**src/rtl/bls_pkg.sv**
```systemverilog
package bls_pkg;
  localparam int SAMPLE_W = 12;
  localparam int TARGET_W = 8;
  localparam int CORR_W   = 10;
  localparam int CNT_W    = 10;
  localparam int SHIFT_W  = 3;
  localparam int SKIP_W   = 4;

  // index of the highest set bit, 0 for an all-zero word
  function automatic int msb_index(input logic [31:0] v);
    int r;
    r = 0;
    for (int b = 0; b < 32; b++) begin
      if (v[b]) r = b;
    end
    return r;
  endfunction
endpackage

```
**src/rtl/bls_err_accum.sv**
```systemverilog
module bls_err_accum #(
  parameter int SAMPLE_W = 12,
  parameter int TARGET_W = 8,
  parameter int CNT_W    = 10,
  parameter int ACC_W    = SAMPLE_W + 1 + CNT_W
) (
  input  logic                    clk,
  input  logic                    rst,
  input  logic                    take_i,
  input  logic [SAMPLE_W-1:0]     sample_i,
  input  logic [TARGET_W-1:0]     target_i,
  input  logic                    clear_i,
  output logic signed [ACC_W-1:0] acc_o,
  output logic [CNT_W-1:0]        cnt_o
);
  localparam int ERR_W = SAMPLE_W + 1;

  logic signed [ERR_W-1:0] err;
  logic                    full;

  always_comb begin
    err  = $signed({{(ERR_W-TARGET_W){1'b0}}, target_i}) - $signed({1'b0, sample_i});
    full = &cnt_o;
  end

  always_ff @(posedge clk) begin
    if (rst || clear_i) begin
      acc_o <= '0;
      cnt_o <= '0;
    end else if (take_i && !full) begin
      acc_o <= acc_o + {{(ACC_W-ERR_W){err[ERR_W-1]}}, err};
      cnt_o <= cnt_o + 1'b1;
    end
  end
endmodule

```
**src/rtl/bls_win_tracker.sv**
```systemverilog
module bls_win_tracker #(
  parameter int SKIP_W = 4
) (
  input  logic              clk,
  input  logic              rst,
  input  logic              win_i,
  input  logic              has_samples_i,
  input  logic [SKIP_W-1:0] skip_i,
  output logic              close_o,
  output logic              apply_o
);
  logic              win_q;
  logic [SKIP_W-1:0] skip_cnt;
  logic              counted;

  always_comb begin
    close_o = win_q && !win_i;
    counted = close_o && has_samples_i;
    apply_o = counted && (skip_cnt >= skip_i);
  end

  always_ff @(posedge clk) begin
    if (rst) begin
      win_q    <= 1'b0;
      skip_cnt <= '0;
    end else begin
      win_q <= win_i;
      if (apply_o)      skip_cnt <= '0;
      else if (counted) skip_cnt <= skip_cnt + 1'b1;
    end
  end
endmodule

```
**src/rtl/bls_loop_filter.sv**
```systemverilog
module bls_loop_filter #(
  parameter int ACC_W   = 23,
  parameter int CNT_W   = 10,
  parameter int SHIFT_W = 3,
  parameter int CORR_W  = 10
) (
  input  logic                     clk,
  input  logic                     rst,
  input  logic                     apply_i,
  input  logic signed [ACC_W-1:0]  acc_i,
  input  logic [CNT_W-1:0]         cnt_i,
  input  logic [SHIFT_W-1:0]       shift_i,
  output logic signed [CORR_W-1:0] corr_o,
  output logic                     upd_o
);
  import bls_pkg::*;

  localparam int LG_W = (CNT_W > 1) ? $clog2(CNT_W) : 1;
  localparam logic signed [ACC_W:0] HI = (ACC_W+1)'((2**(CORR_W-1)) - 1);
  localparam logic signed [ACC_W:0] LO = -HI - 1;

  logic [LG_W-1:0]         lg;
  logic signed [ACC_W-1:0] avg;
  logic signed [ACC_W-1:0] step;
  logic signed [ACC_W:0]   sum;
  logic signed [CORR_W-1:0] next_corr;

  always_comb begin
    lg   = LG_W'(msb_index(32'(cnt_i)));
    avg  = acc_i >>> lg;
    step = avg >>> shift_i;
    sum  = $signed({{(ACC_W+1-CORR_W){corr_o[CORR_W-1]}}, corr_o})
         + $signed({step[ACC_W-1], step});
    if (sum > HI)      next_corr = HI[CORR_W-1:0];
    else if (sum < LO) next_corr = LO[CORR_W-1:0];
    else               next_corr = sum[CORR_W-1:0];
  end

  always_ff @(posedge clk) begin
    if (rst) begin
      corr_o <= '0;
      upd_o  <= 1'b0;
    end else begin
      upd_o <= apply_i;
      if (apply_i) corr_o <= next_corr;
    end
  end
endmodule

```
**src/rtl/black_level_servo.sv**
```systemverilog
module black_level_servo #(
  parameter int SAMPLE_W = bls_pkg::SAMPLE_W,
  parameter int TARGET_W = bls_pkg::TARGET_W,
  parameter int CORR_W   = bls_pkg::CORR_W,
  parameter int CNT_W    = bls_pkg::CNT_W,
  parameter int SHIFT_W  = bls_pkg::SHIFT_W,
  parameter int SKIP_W   = bls_pkg::SKIP_W
) (
  input  logic                clk,
  input  logic                rst,
  input  logic                s_valid,
  output logic                s_ready,
  input  logic [SAMPLE_W-1:0] s_data,
  input  logic                win_i,
  input  logic [TARGET_W-1:0] cfg_target,
  input  logic [SHIFT_W-1:0]  cfg_shift,
  input  logic [SKIP_W-1:0]   cfg_skip,
  output logic [CORR_W-1:0]   corr_o,
  output logic                corr_upd
);
  localparam int ACC_W = SAMPLE_W + 1 + CNT_W;

  logic                    take;
  logic                    close;
  logic                    apply;
  logic signed [ACC_W-1:0] acc;
  logic [CNT_W-1:0]        cnt;
  logic signed [CORR_W-1:0] corr;

  always_comb begin
    s_ready = !rst;
    take    = s_valid && s_ready && win_i;
    corr_o  = corr;
  end

  bls_err_accum #(
    .SAMPLE_W(SAMPLE_W), .TARGET_W(TARGET_W), .CNT_W(CNT_W), .ACC_W(ACC_W)
  ) u_accum (
    .clk(clk), .rst(rst), .take_i(take), .sample_i(s_data),
    .target_i(cfg_target), .clear_i(close), .acc_o(acc), .cnt_o(cnt)
  );

  bls_win_tracker #(.SKIP_W(SKIP_W)) u_track (
    .clk(clk), .rst(rst), .win_i(win_i), .has_samples_i(|cnt),
    .skip_i(cfg_skip), .close_o(close), .apply_o(apply)
  );

  bls_loop_filter #(
    .ACC_W(ACC_W), .CNT_W(CNT_W), .SHIFT_W(SHIFT_W), .CORR_W(CORR_W)
  ) u_filter (
    .clk(clk), .rst(rst), .apply_i(apply), .acc_i(acc), .cnt_i(cnt),
    .shift_i(cfg_shift), .corr_o(corr), .upd_o(corr_upd)
  );
endmodule

```
**config.mk**
```make
export PLATFORM = sky130hd
export DESIGN_NAME = black_level_servo
export DESIGN_NICKNAME = d
export VERILOG_FILES = /design/src/rtl/bls_pkg.sv /design/src/rtl/bls_err_accum.sv /design/src/rtl/bls_win_tracker.sv /design/src/rtl/bls_loop_filter.sv /design/src/rtl/black_level_servo.sv
export SDC_FILE = /design/constraint.sdc
export NUM_CORES = 1
export LEC_CHECK = 0
export ABC_AREA = 1
export BUFFER_PORTS_ARGS = -buffer_cell sky130_fd_sc_hd__buf_2
export CORE_ASPECT_RATIO = 0.7
export CORE_MARGIN = 3
export CORE_UTILIZATION = 40
export CTS_CLUSTER_DIAMETER = 80
export DETAILED_ROUTE_END_ITERATION = 10
export MAX_ROUTING_LAYER = met4
export PLACE_DENSITY = 0.56
export SLEW_MARGIN = 15
export SYNTH_ARGS = -nofsm -noshare
export SYNTH_HDL_FRONTEND = slang
export SYNTH_SLANG_ARGS = --single-unit
```
**constraint.sdc**
```tcl
create_clock -name clk -period 9.6 [get_ports clk]
set_input_delay 0 -clock clk [delete_from_list [all_inputs] [get_ports clk]]
set_output_delay 0 -clock clk [all_outputs]
set_load 0.05 [all_outputs]
```
# After elaboration in Yosys (flattened, before gate mapping)
# Index checks and enable logic that the tools add are counted.
# op_classes
n_addsub	5
order_cmp	3
n_shift	2
n_mux	11
n_reduce_logical	13
# op_table
operator	n
$add 10x23->24	1
$gt 24x10->1 const B	1
$lt 24x10->1 const B	1
$add 23x23->23	1
$sshr 23x3->23	1
$sshr 23x4->23	1
$mux 10	2
$sub 8x12->13	1
$mux 3	4
$add 10x1->10 const B	1
$reduce_and 10->1	1
$reduce_or 10->1	1
$mux 4	2
$logic_and 1x1->1	6
$add 4x1->4 const B	1
$ge 4x4->1	1
$mux 2	2
$logic_not 1->1	3
$reduce_or 2->1	1
$logic_or 1x1->1	1
$mux 1	1
# totals
ff_bits	49
in_bits	31
output_inout_bits	12

# Depth between registers and ports, before layout
# Gate-level depths: netlist of the first run.
# depth
word_depth	15
mapped_depth	39

# By module
# Synthesis of the first run repeated with hierarchy kept, for this count alone.
# unflattened
cells_unflattened	1431
hier_area_um2	7832.5
# modules_own_cells
module	n_inst	cells_per_inst	area_per_inst_um2	seq_area_each_um2
bls_loop_filter	1	758	3920.0	220.2
bls_err_accum	1	609	3502.1	660.6
bls_win_tracker	1	52	360.3	100.1
black_level_servo	1	12	50.0	0.0

# Least setup slack after synthesis of the first run
# Ideal clock, no wire load.
# synth_path
kind	flip-flop to flip-flop
from	reg u_accum.cnt_o[2]
to	reg u_filter.corr_o[1]
arrival_ps	3395
setup_slack_ps	6091
path_stages_with_launch	35
path_buffers	1
cell_sequence	dfxtp_1 inv_2 nand2_1 nand2_1 nand2_1 nand2_1 nand2_1 nand2_2 nand2_4 buf_4 nand3_1 nand3_1 nand3_1 nand4_1 nand3_1 nand3_1 nand2_1 ha_1 fa_1 nand3_1 nand2_1 nand2_1 nand2_2 nand2_1 nand2_1 nand2_1 nand2_1 nand2_1 nand2_1 nor3_1 nand4_1 nand2_2 nand2_1 nand2_1 nand2_1
# synth_between
elab_chain_len	14
elab_cells_between_ends	18
# synth_rtl
element	line_no	rtl
from (decl)	bls_err_accum.sv:14	output logic [CNT_W-1:0] cnt_o
from (signal assigned)	bls_err_accum.sv:32	cnt_o <= cnt_o + 1'b1;
$mux 2 (2 in a row)	bls_pkg.sv:14	if (v[b]) r = b;
$mux 3 (4 in a row)	bls_pkg.sv:14	
$mux 4 (2 in a row)	bls_pkg.sv:14	
$sshr 23x4->23	bls_loop_filter.sv:30	avg = acc_i >>> lg;
$sshr 23x3->23	bls_loop_filter.sv:31	step = avg >>> shift_i;
$add 10x23->24	bls_loop_filter.sv:33	+ $signed({step[ACC_W-1], step});
$lt 24x10->1	bls_loop_filter.sv:35	else if (sum < LO) next_corr = LO[CORR_W-1:0];
$mux 10	bls_loop_filter.sv:35	
$mux 10	bls_loop_filter.sv:34	if (sum > HI) next_corr = HI[CORR_W-1:0];
to (signal assigned)	bls_loop_filter.sv:45	if (apply_i) corr_o <= next_corr;
to (decl)	bls_loop_filter.sv:13	output logic signed [CORR_W-1:0] corr_o,
# Parallel ways exist; a longest one is shown, timed or not.
# A chain may end at the register's enable or synchronous reset.

# Final worst setup path of the first run
# layout_path
from	reg u_accum.cnt_o[8]
to	reg u_filter.corr_o[0]
# layout_between
elab_chain_len	8
elab_cells_between_ends	12
# layout_rtl
element	line_no
$mux 4 (2 in a row)	bls_pkg.sv:14
$sshr 23x4->23	bls_loop_filter.sv:30
$sshr 23x3->23	bls_loop_filter.sv:31
$add 10x23->24	bls_loop_filter.sv:33
$lt 24x10->1	bls_loop_filter.sv:35
$mux 10	bls_loop_filter.sv:35
$mux 10	bls_loop_filter.sv:34
# Parallel ways exist; a longest one is shown, timed or not.

==> flow_metrics.env, run 1 <==
export IMPL_ioPinCount=43
export IMPL_cts_buffers=5
export IMPL_finalPower_uw=700.0
export IMPL_fillers=1906
export IMPL_post_dp_hpwl_mm=17.95
export IMPL_finalNetCount=1306
export IMPL_layout_drive_gt1_share_pct=11.06
export IMPL_grt_max_degree=43
export IMPL_syn_inst=1191
export IMPL_antenna_left=0
export IMPL_drt_iter0_markers=809
export IMPL_yosysUniqueCellTypes=40
export IMPL_num_vias=7942
export IMPL_rsz0062_at_grt="false"
export IMPL_hold_violations=0
export IMPL_fin_setup_tns_ps=0
export IMPL_p_per_area_mw_per_mm2=91.57
export IMPL_peakVddDrop_mv=0.08906
export IMPL_cts_tree="done"
export IMPL_cts_root_buf="clkbuf_16"
export IMPL_ys_warn_count=0
export IMPL_reg2reg_depth=27
export IMPL_io_buffers=42
export IMPL_power_leakage_uw=0.003874
export IMPL_clock_latency_ps=300
export IMPL_power_switching_uw=290.6
export IMPL_hp_class="in2reg"
export IMPL_arrival_ps=4670
export IMPL_worst_pin_slew_ps=987.1
export IMPL_finalMaxSlewViolations=0
export IMPL_setup_violations=0
export IMPL_cts_sinks=49
export IMPL_drc=0
export IMPL_die_x_um=165.6
export IMPL_die_h_um=117.7
export IMPL_min_path_cells=6
export IMPL_pwr_share_clk_pct=26.1
export IMPL_cts_resized=0
export IMPL_use_met3_pct=3.390
export IMPL_top_usage_layer="met1"
export IMPL_synth_nets=1285
export IMPL_path_max_fanout=22
export IMPL_drtPass1Iterations=5
export IMPL_sw_frac_of_total_pct=41.51
export IMPL_grt_met2_usage_pct=27.58
export IMPL_area_growth_pct=7.137
export IMPL_path_class="reg2reg"
export IMPL_syn_avg_cell_area_sq_um=5.991
export IMPL_wire_per_inst_um=14.91
export IMPL_wirelength_mm=21.51
export IMPL_grtUsageTotal_pct=22.52
export IMPL_fmax_mhz=223.4
export IMPL_htree_levels=2
export IMPL_critPathLaunchType="register"
export IMPL_finalCriticalPeriod_ps=4475
export IMPL_ys_seq_elements=49
export IMPL_gp_congestion=0.9405
export IMPL_cap_viol_max_count=0
export IMPL_start_util_pct=41.21
export IMPL_cts_buffer_depth=2
export IMPL_fin_area_sq_mm=0.007645
export IMPL_n_antenna_cell=0
export IMPL_grt_pass1_wl_mm=36.14
export IMPL_synth_seq_area_share_pct=13.75
export IMPL_die_area_sq_mm=0.01950
export IMPL_use_met1_pct=38.16
export IMPL_place_area_sq_mm=0.007476
export IMPL_overflow=0
export IMPL_rows=40
export IMPL_seq_area_sq_um=980.9
export IMPL_period_share_pct=46.62
export IMPL_clock_skew_ps=3.934
export IMPL_pwr_share_seq_pct=30.6
export IMPL_multiInputGateArea_sq_mm=0.005410
export IMPL_outcome="completed"
export IMPL_internal_power_uw=409.5
export IMPL_cp_required_ps=9800
export IMPL_cp_end_kind="register"
export IMPL_core_sq_mm=0.01732
export IMPL_routed_via_density=5.504
export IMPL_path_clk_slew_ps=70
export IMPL_max_slew_margin_rel_pct=34.12
export IMPL_syn_area_sq_mm=0.007136
export IMPL_grt_pass1_vias=6993
export IMPL_antenna_found_initial=0
export IMPL_pwr_share_comb_pct=43.4
## layer usage
| metal | up-vias | routed length [um] | share of wire, % |
|---|---|---|---|
| met5 | - | 0 | 0 |
| met4 | 0 | 74 | 0.34 |
| met3 | 8 | 1643 | 7.6 |
| met2 | 271 | 7561 | 35 |
| met1 | 3581 | 12230 | 57 |
| li1 | 4082 | - | - |
## power groups by stage
stage	Clock, uW	Sequential, uW	Combinational, uW
global placement	0	219	299
floorplan	0	217	231
detailed placement	0	219	297
finish	182	214	304
global route	193	215	347
CTS	187	214	300
## synth_stat cells (all sizes together)
library cell / instances / area, sq um
a211oi: 4 / 30.03
nor3: 15 / 86.34
nor4: 4 / 25.02
dfxtp: 49 / 980.9
ha: 60 / 750.7
o221ai: 1 / 8.760
a21o: 4 / 30.03
nand2: 305 / 1252
fa: 3 / 60.06
nor2: 66 / 282.8
nand4: 52 / 350.3
inv: 152 / 570.5
or2: 3 / 18.77
clkbuf: 14 / 52.55
a21oi: 89 / 445.4
o21ai: 64 / 320.3
xnor2: 8 / 70.07
and2: 1 / 6.260
a21boi: 1 / 7.510
xor2: 24 / 210.2
o21bai: 4 / 30.03
a31oi: 9 / 81.33
nand3b: 6 / 45.04
nand3: 229 / 1261
buf: 19 / 121.4
o211ai: 5 / 37.54
## flip-flops by register name, indices dropped and copies added, names as in the netlist
signal	flops
u_track.win_q	1
u_accum.acc_o	23
u_track.skip_cnt	4
u_filter.upd_o	1
u_accum.cnt_o	10
u_filter.corr_o	10
## final cells by class
class | count | share of cell area [%]
clock buffer | 5 | 1.637
clock inverter | 2 | 0.1800
inverter | 152 | 7.463
multi-input combinational | 957 | 70.77
sequential | 49 | 12.83
tap | 231 | 3.781
timing repair buffer | 47 | 3.339
## what timing repair did
| item | 4_1_cts | 5_1_grt |
|---|---|---|
| setup buffers | 0 | 0 |
| hold endpoints to repair | 2 | 0 |
| hold buffers | 3 | 0 |
## stage by stage
step	util (%)	worst slack (ps)	hold WS [ps]	cells
2_1_floorplan	-	6091	69.07	1191
3_3_place_gp	43.17	5191	232.9	1433
3_5_place_dp	43.17	5227	239.0	1433
4_1_cts	44.15	5206	374.6	1443
5_1_grt	44.15	4600	444.5	1443
6_report	44.15	5125	378.7	1443
## layout by cell type (no fill, tap or decap), drive strengths merged, types with 5 or more instances in the layout
| cell | instances |
|---|---|
| a31oi | 9 |
| clkbuf | 5 |
| nand4 | 52 |
| buf | 44 |
| nand3b | 6 |
| o21ai | 64 |
| nor3 | 15 |
| nor2 | 66 |
| nand3 | 229 |
| xor2 | 24 |
| nand2 | 305 |
| a21oi | 89 |
| dfxtp | 49 |
| o211ai | 5 |
| xnor2 | 8 |
| inv | 153 |
| ha | 60 |
## cell families after synthesis
logic type | Yosys count | share of synthesized area, %
simple gates | 681 | 46.64
buf+inv | 185 | 10.43
compound gates | 181 | 13.89
fa+ha+maj | 63 | 11.36
flops | 49 | 13.75
xor+xnor | 32 | 3.928
## path summary, 6_finish.rpt
| check | from | end | slack (ps) |
|---|---|---|---|
| max | u_accum.cnt_o[8] | u_filter.corr_o[0] | 5120 |
| min | s_data[0] | u_accum.acc_o[0] | 380 |
| max reg2reg | u_accum.cnt_o[8] | u_filter.corr_o[0] | 5120 |
| min reg2reg | u_filter.corr_o[2] | u_filter.corr_o[2] | 490 |
## critical path, stage by stage (launching register included)
cell	delay (ps)
dfxtp_1	340
nor2_1	130
inv_2	170
a31oi_2	180
buf_4	320
inv_2	260
nand3_1	210
nand3_1	120
nand4_1	170
nand3_1	120
nand3_1	130
nand2_1	70
ha_1	200
fa_1	410
nand3_1	100
nand2_1	130
nand2_1	100
nand2_2	90
nand3_1	180
nand3b_1	100
nand2_1	110
nand3_1	100
nor2_1	120
nand4_1	130
nand2_2	190
nand2_1	80
nand2_1	60
nand2_1	40
(Power assumes the default switching activity.)
==> inputs of run 2 (changes only) <==
--- a/config.mk
+++ b/config.mk
@@ -13,7 +13,7 @@
 export CTS_CLUSTER_DIAMETER = 80
 export DETAILED_ROUTE_END_ITERATION = 10
 export MAX_ROUTING_LAYER = met4
-export PLACE_DENSITY = 0.56
+export PLACE_DENSITY = 0.58
 export SLEW_MARGIN = 15
 export SYNTH_ARGS = -nofsm -noshare
 export SYNTH_HDL_FRONTEND = slang
==> constraint.sdc (replaced) <==
create_clock -name clk -period 3.8 [get_ports clk]
set_input_delay 0 -clock clk [delete_from_list [all_inputs] [get_ports clk]]
set_output_delay 0 -clock clk [all_outputs]
set_load 0.05 [all_outputs]
==> flow_metrics.env, run 2 (synthesis gave the netlist of run 1 again) <==
export IMPL_crit_top_cell="nand2_1"
export IMPL_die_area_sq_mm=0.01950
export IMPL_core_sq_mm=0.01732
export IMPL_dp_slack_ps=-193.1
export IMPL_clock_skew_ps=10.15
export IMPL_die_h_um=117.7
export IMPL_hp_class="in2reg"
export IMPL_largest_reg_flops=23
export IMPL_finalCriticalPeriod_ps=3938
export IMPL_htree_levels=2
export IMPL_n_antenna_cell=0
export IMPL_grt_pass1_wl_mm=37.59
export IMPL_cp_slowest_stage_delay_ps=330
export IMPL_path_buf_inv=3
export IMPL_cts_buffers=5
export IMPL_min_path_cells=2
export IMPL_die_x_um=165.6
export IMPL_fin_hold_ws_ps=-4.169
export IMPL_antenna_left=0
export IMPL_fin_setup_tns_ps=-1076
export IMPL_top_regs="u_accum.acc_o: 23 flops, u_accum.cnt_o: 10 flops, u_filter.corr_o: 10 flops"
export IMPL_grtUsageTotal_pct=23.74
export IMPL_worst_path_stages=30
export IMPL_cpLargestDelayFamily="simple AND/OR/NAND/NOR gates"
export IMPL_cp_end_kind="register"
export IMPL_grt_pass1_vias=7307
export IMPL_start_util_pct=41.21
export IMPL_cts_root_buf="clkbuf_16"
export IMPL_path_clk_slew_ps=80
export IMPL_cts_tree="done"
export IMPL_post_dp_hpwl_mm=18.51
export IMPL_drt_iter0_markers=971
export IMPL_period_share_pct=103.6
export IMPL_io_buffers=42
export IMPL_final_common_cell="nand2_1"
export IMPL_overflow=0
export IMPL_layout_common_cells="nand2_1, inv_1, nand3_2, buf_4, nand3_1"
export IMPL_antenna_found_initial=0
export IMPL_critPathLaunchType="register"
export IMPL_cap_viol_max_count=0
export IMPL_cts_buffer_depth=2
export IMPL_num_vias=8726
export IMPL_setup_slack_ps=-137.7
export IMPL_wirelength_mm=25.67
export IMPL_outcome="complete, but fails checks"
export IMPL_power_leakage_uw=0.004981
export IMPL_area_growth_pct=44.54
export IMPL_fillers=1636
export IMPL_setup_violations=9
export IMPL_clock_latency_ps=310
export IMPL_cts_sinks=49
export IMPL_rsz0062_at_grt="true"
export IMPL_drtPass1Iterations=8
export IMPL_ioPinCount=43
export IMPL_cp_required_ps=4010
export IMPL_wire_per_inst_um=16.40
export IMPL_path_max_fanout=8
export IMPL_violations="negative hold slack, negative setup slack"
export IMPL_worst_path_max_delay_cell="dfxtp_2"
export IMPL_max_slew_margin_rel_pct=5.662
export IMPL_worst_pin_slew_ps=1413
export IMPL_fin_area_sq_mm=0.01031
export IMPL_finalMaxSlewViolations=0
export IMPL_routed_via_density=5.576
export IMPL_drc=0
export IMPL_finalNetCount=1427
export IMPL_fmax_mhz=254.0
export IMPL_regMostFlops="u_accum.acc_o"
export IMPL_dp_cells=1527
export IMPL_finalNonFillerCells=1565
export IMPL_grt_max_degree=43
export IMPL_hold_violations=1
export IMPL_arrival_ps=4150
export IMPL_rows=40
export IMPL_layout_drive_gt1_share_pct=38.38
export IMPL_peakVddDrop_mv=0.1705
export IMPL_reg2reg_depth=30
export IMPL_path_class="reg2reg"
export IMPL_place_area_sq_mm=0.008244
export IMPL_p_per_area_mw_per_mm2=201.3
export IMPL_gp_congestion=0.9914
-- run 2: cell count changes in the layout (fill, tap and decap cells not counted), sizes merged --
cell      change
nand2         +5
clkinvlp      +2
clkbuf        +3
inv           -1
clkinv        -1
buf         +114
-- run 2: timing repair --
action / 4_1_cts / 5_1_grt
cloned: 3 / 5
setup endpoints to repair: 9 / 10
gates resized for setup: 33 / 309
hold endpoints to repair: 2 / 0
hold buffers: 3 / 0
pin swaps: 19 / 111
buffers inserted: 5 / 14
-- run 2: report_power, final --
group | switching [uW] | internal [uW]
combinational | 632 | 407
sequential | 12.2 | 527
clock | 232 | 266
-- run 2: area by class of cell --
type                    instances  area (sq um)  share of cell area (%)
flip-flops and latches         49         987.2                   9.572
well taps                     231         289.0                   2.802
multi-input cells             962          7027                   68.13
inverters                     152         581.8                   5.641
clock inverters                 2         16.27                  0.1577
clock buffers                   6         138.9                   1.347
repair buffers                163          1274                   12.35
-- run 2: path summary, 6_finish.rpt --
check                      start             endpoint  slack (ps)
max             u_accum.cnt_o[2]   u_filter.corr_o[3]        -140
min                          rst       u_filter.upd_o          -4
max reg2reg     u_accum.cnt_o[2]   u_filter.corr_o[3]        -140
min reg2reg  u_track.skip_cnt[3]  u_track.skip_cnt[3]         490
-- run 2: worst register-to-register path: cells and delay by family, from the launching register on --
family | cells | cell delay, ps
simple gates | 23 | 2280
compound gates | 3 | 600
buf+inv | 3 | 420
flops | 1 | 330
fa+ha+maj | 1 | 220
-- run 2: layer usage --
layer | up-vias | wire length [um] | GRT usage [%]
met5 | - | 0 | -
met2 | 320 | 10190 | 29.27
li1 | 4353 | - | -
met3 | 17 | 2333 | 5.203
met1 | 4036 | 12920 | 38.69
met4 | 0 | 216 | 3.273
-- run 2: per-stage QoR --
step / hold slack [ps] / power, uW / util (%)
3_3_place_gp: 231.7 / 1364 / 47.61
3_5_place_dp: 238.9 / 1361 / 47.61
5_1_grt: 19.22 / 2207 / 59.56
2_1_floorplan: 69.07 / 1132 / -
4_1_cts: 1.442 / 1883 / 49.96
6_report: -4.169 / 2076 / 59.56
==> inputs of run 3 (changes only) <==
--- a/config.mk
+++ b/config.mk
@@ -12,6 +12,7 @@
 export CORE_UTILIZATION = 40
 export CTS_CLUSTER_DIAMETER = 80
 export DETAILED_ROUTE_END_ITERATION = 10
+export GPL_TIMING_DRIVEN = 0
 export MAX_ROUTING_LAYER = met4
 export PLACE_DENSITY = 0.58
 export SLEW_MARGIN = 15
==> flow_metrics.env, run 3 (synthesis gave the netlist of run 1 again) <==
export IMPL_clock_skew_ps=8.503
export IMPL_critPathLaunchType="register"
export IMPL_cp_end_kind="register"
export IMPL_crit_top_cell="nand2_1"
export IMPL_max_slew_margin_rel_pct=50.67
export IMPL_pwr_share_clk_pct=26.9
export IMPL_cts_root_buf="clkbuf_16"
export IMPL_pwr_share_comb_pct=45.8
export IMPL_sw_frac_of_total_pct=41.20
export IMPL_fillers=1773
export IMPL_outcome="complete, but fails checks"
export IMPL_cp_required_ps=4000
export IMPL_finalNetCount=1364
export IMPL_post_dp_hpwl_mm=19.21
export IMPL_fin_area_sq_mm=0.009080
export IMPL_min_from="rst"
export IMPL_r2r_start="u_accum.cnt_o[2]"
export IMPL_path_max_fanout=7
export IMPL_core_sq_mm=0.01732
export IMPL_grtUsageTotal_pct=25.14
export IMPL_antenna_left=0
export IMPL_top_usage_layer="met1"
export IMPL_die_h_um=117.7
export IMPL_drtPass1Iterations=7
export IMPL_regMostFlops="u_accum.acc_o"
export IMPL_io_buffers=42
export IMPL_layout_drive_gt1_share_pct=24.96
export IMPL_grt_pass1_vias=7506
export IMPL_multiInputGateArea_sq_mm=0.006390
export IMPL_die_area_sq_mm=0.01950
export IMPL_hold_violations=0
export IMPL_largest_reg_flops=23
export IMPL_violations="negative setup slack"
export IMPL_period_share_pct=108.2
export IMPL_fmax_mhz=243.2
export IMPL_worst_path_max_delay_cell="fa_2"
export IMPL_setup_violations=9
export IMPL_internal_power_uw=1163
export IMPL_use_met1_pct=41.13
export IMPL_htree_levels=2
export IMPL_area_growth_pct=27.25
export IMPL_setup_slack_ps=-311.9
export IMPL_use_met3_pct=6.344
export IMPL_hp_class="in2reg"
export IMPL_p_per_area_mw_per_mm2=217.7
export IMPL_rows=40
export IMPL_gp_congestion=0.9461
export IMPL_routed_via_density=5.631
export IMPL_grt_max_degree=17
export IMPL_start_util_pct=41.21
export IMPL_arrival_ps=4320
export IMPL_finalMaxSlewViolations=0
export IMPL_top_regs="u_accum.acc_o: 23 flops, u_accum.cnt_o: 10 flops, u_filter.corr_o: 10 flops"
export IMPL_die_x_um=165.6
export IMPL_overflow=0
export IMPL_ioPinCount=43
export IMPL_finalCriticalPeriod_ps=4112
export IMPL_startpoint="u_accum.cnt_o[2]"
export IMPL_cts_buffers=5
export IMPL_drc=0
export IMPL_num_vias=8458
export IMPL_grt_met2_usage_pct=30.40
export IMPL_cts_buffer_depth=2
export IMPL_final_common_cell="nand2_1"
export IMPL_cts_tree="done"
export IMPL_rsz0062_at_grt="true"
export IMPL_peakVddDrop_mv=0.1916
export IMPL_path_clk_slew_ps=70
export IMPL_cap_viol_max_count=0
export IMPL_wire_per_inst_um=16.45
export IMPL_power_leakage_uw=0.004376
export IMPL_wirelength_mm=24.71
export IMPL_antenna_found_initial=0
export IMPL_layout_common_cells="nand2_1, nand3_1, inv_1, a21oi_1, nand3_2"
export IMPL_place_area_sq_mm=0.007635
export IMPL_fin_hold_ws_ps=13.29
export IMPL_pwr_share_seq_pct=27.2
export IMPL_power_switching_uw=814.4
export IMPL_seq_area_sq_um=988.4
export IMPL_path_class="reg2reg"
export IMPL_cp_slowest_stage_delay_ps=370
export IMPL_clock_latency_ps=310
export IMPL_worst_pin_slew_ps=739.9
export IMPL_cts_sinks=49
export IMPL_grt_pass1_wl_mm=39.51
export IMPL_drt_iter0_markers=951
-- run 3: changes by cell type in the layout (fill, tap and decap cells not counted), moves of 14 or more --
cell	previous run	this run
nand2_2	72	45
nand3_2	119	64
buf_4	102	22
nand3_1	83	152
nand2_1	213	236
nand3_4	27	13
-- run 3: timing repair --
item                                    in CTS  in global routing
setup buffers                               18                  4
hold buffers                                 3                  0
endpoints found under the setup margin      10                 10
endpoints found under the hold margin        2                  0
gates resized for setup                    153                 65
pin swaps                                   53                 53
cloned                                       6                  0
-- run 3: worst paths after layout --
kind	depth (start not counted)	to	slack [ps]
setup / recovery	33	u_filter.corr_o[1]	-310
hold reg to reg	2	u_track.skip_cnt[3]	490
setup reg to reg	33	u_filter.corr_o[1]	-310
hold / removal	2	u_filter.upd_o	10
-- run 3: worst max-delay path: cells and delay by family, from the launching register on --
| kind | cells | cell delay [ps] |
|---|---|---|
| adders and majority gates | 2 | 540 |
| and+or+nand+nor | 27 | 2600 |
| buffers and inverters | 4 | 500 |
| DFF | 1 | 340 |
-- run 3: routing by layer --
| metal | vias up | wire length, um | part of all wire, % |
|---|---|---|---|
| li1 | 4228 | - | - |
| met1 | 3873 | 12980 | 53 |
| met2 | 343 | 8823 | 36 |
| met3 | 14 | 2773 | 11 |
| met4 | 0 | 129 | 0.52 |
| met5 | - | 0 | 0 |
-- run 3: final cells by class --
class,instances,area share [%]
repair buffers,70,5.236
inverters,152,6.284
clock inverters,2,0.4272
plain buffers,33,2.205
diodes,1,0.02756
well taps,231,3.183
multi-input cells,959,70.37
clock buffers,5,1.378
flip-flops and latches,49,10.89
-- run 3: power groups by stage --
stage / Combinational [uW] / Clock (uW) / Sequential (uW)
after detailed placement: 766 / 0 / 552
after global placement: 766 / 0 / 551
after global routing: 1000 / 564 / 540
after floorplan: 583 / 0 / 549
final: 906 / 532 / 539
after CTS: 846 / 545 / 539
-- run 3: through the flow --
step / power (uW) / util (%) / setup slack, ps / setup TNS (ps) / instances
after floorplan: 1132 / - / 290.8 / 0 / 1191
after global placement: 1318 / 44.09 / -865.0 / -7783 / 1464
after detailed placement: 1317 / 44.09 / -868.4 / -7817 / 1464
after CTS: 1930 / 50.46 / -111.8 / -916.6 / 1497
after global routing: 2109 / 52.42 / -536.6 / -4803 / 1501
final: 1977 / 52.43 / -311.9 / -2675 / 1502
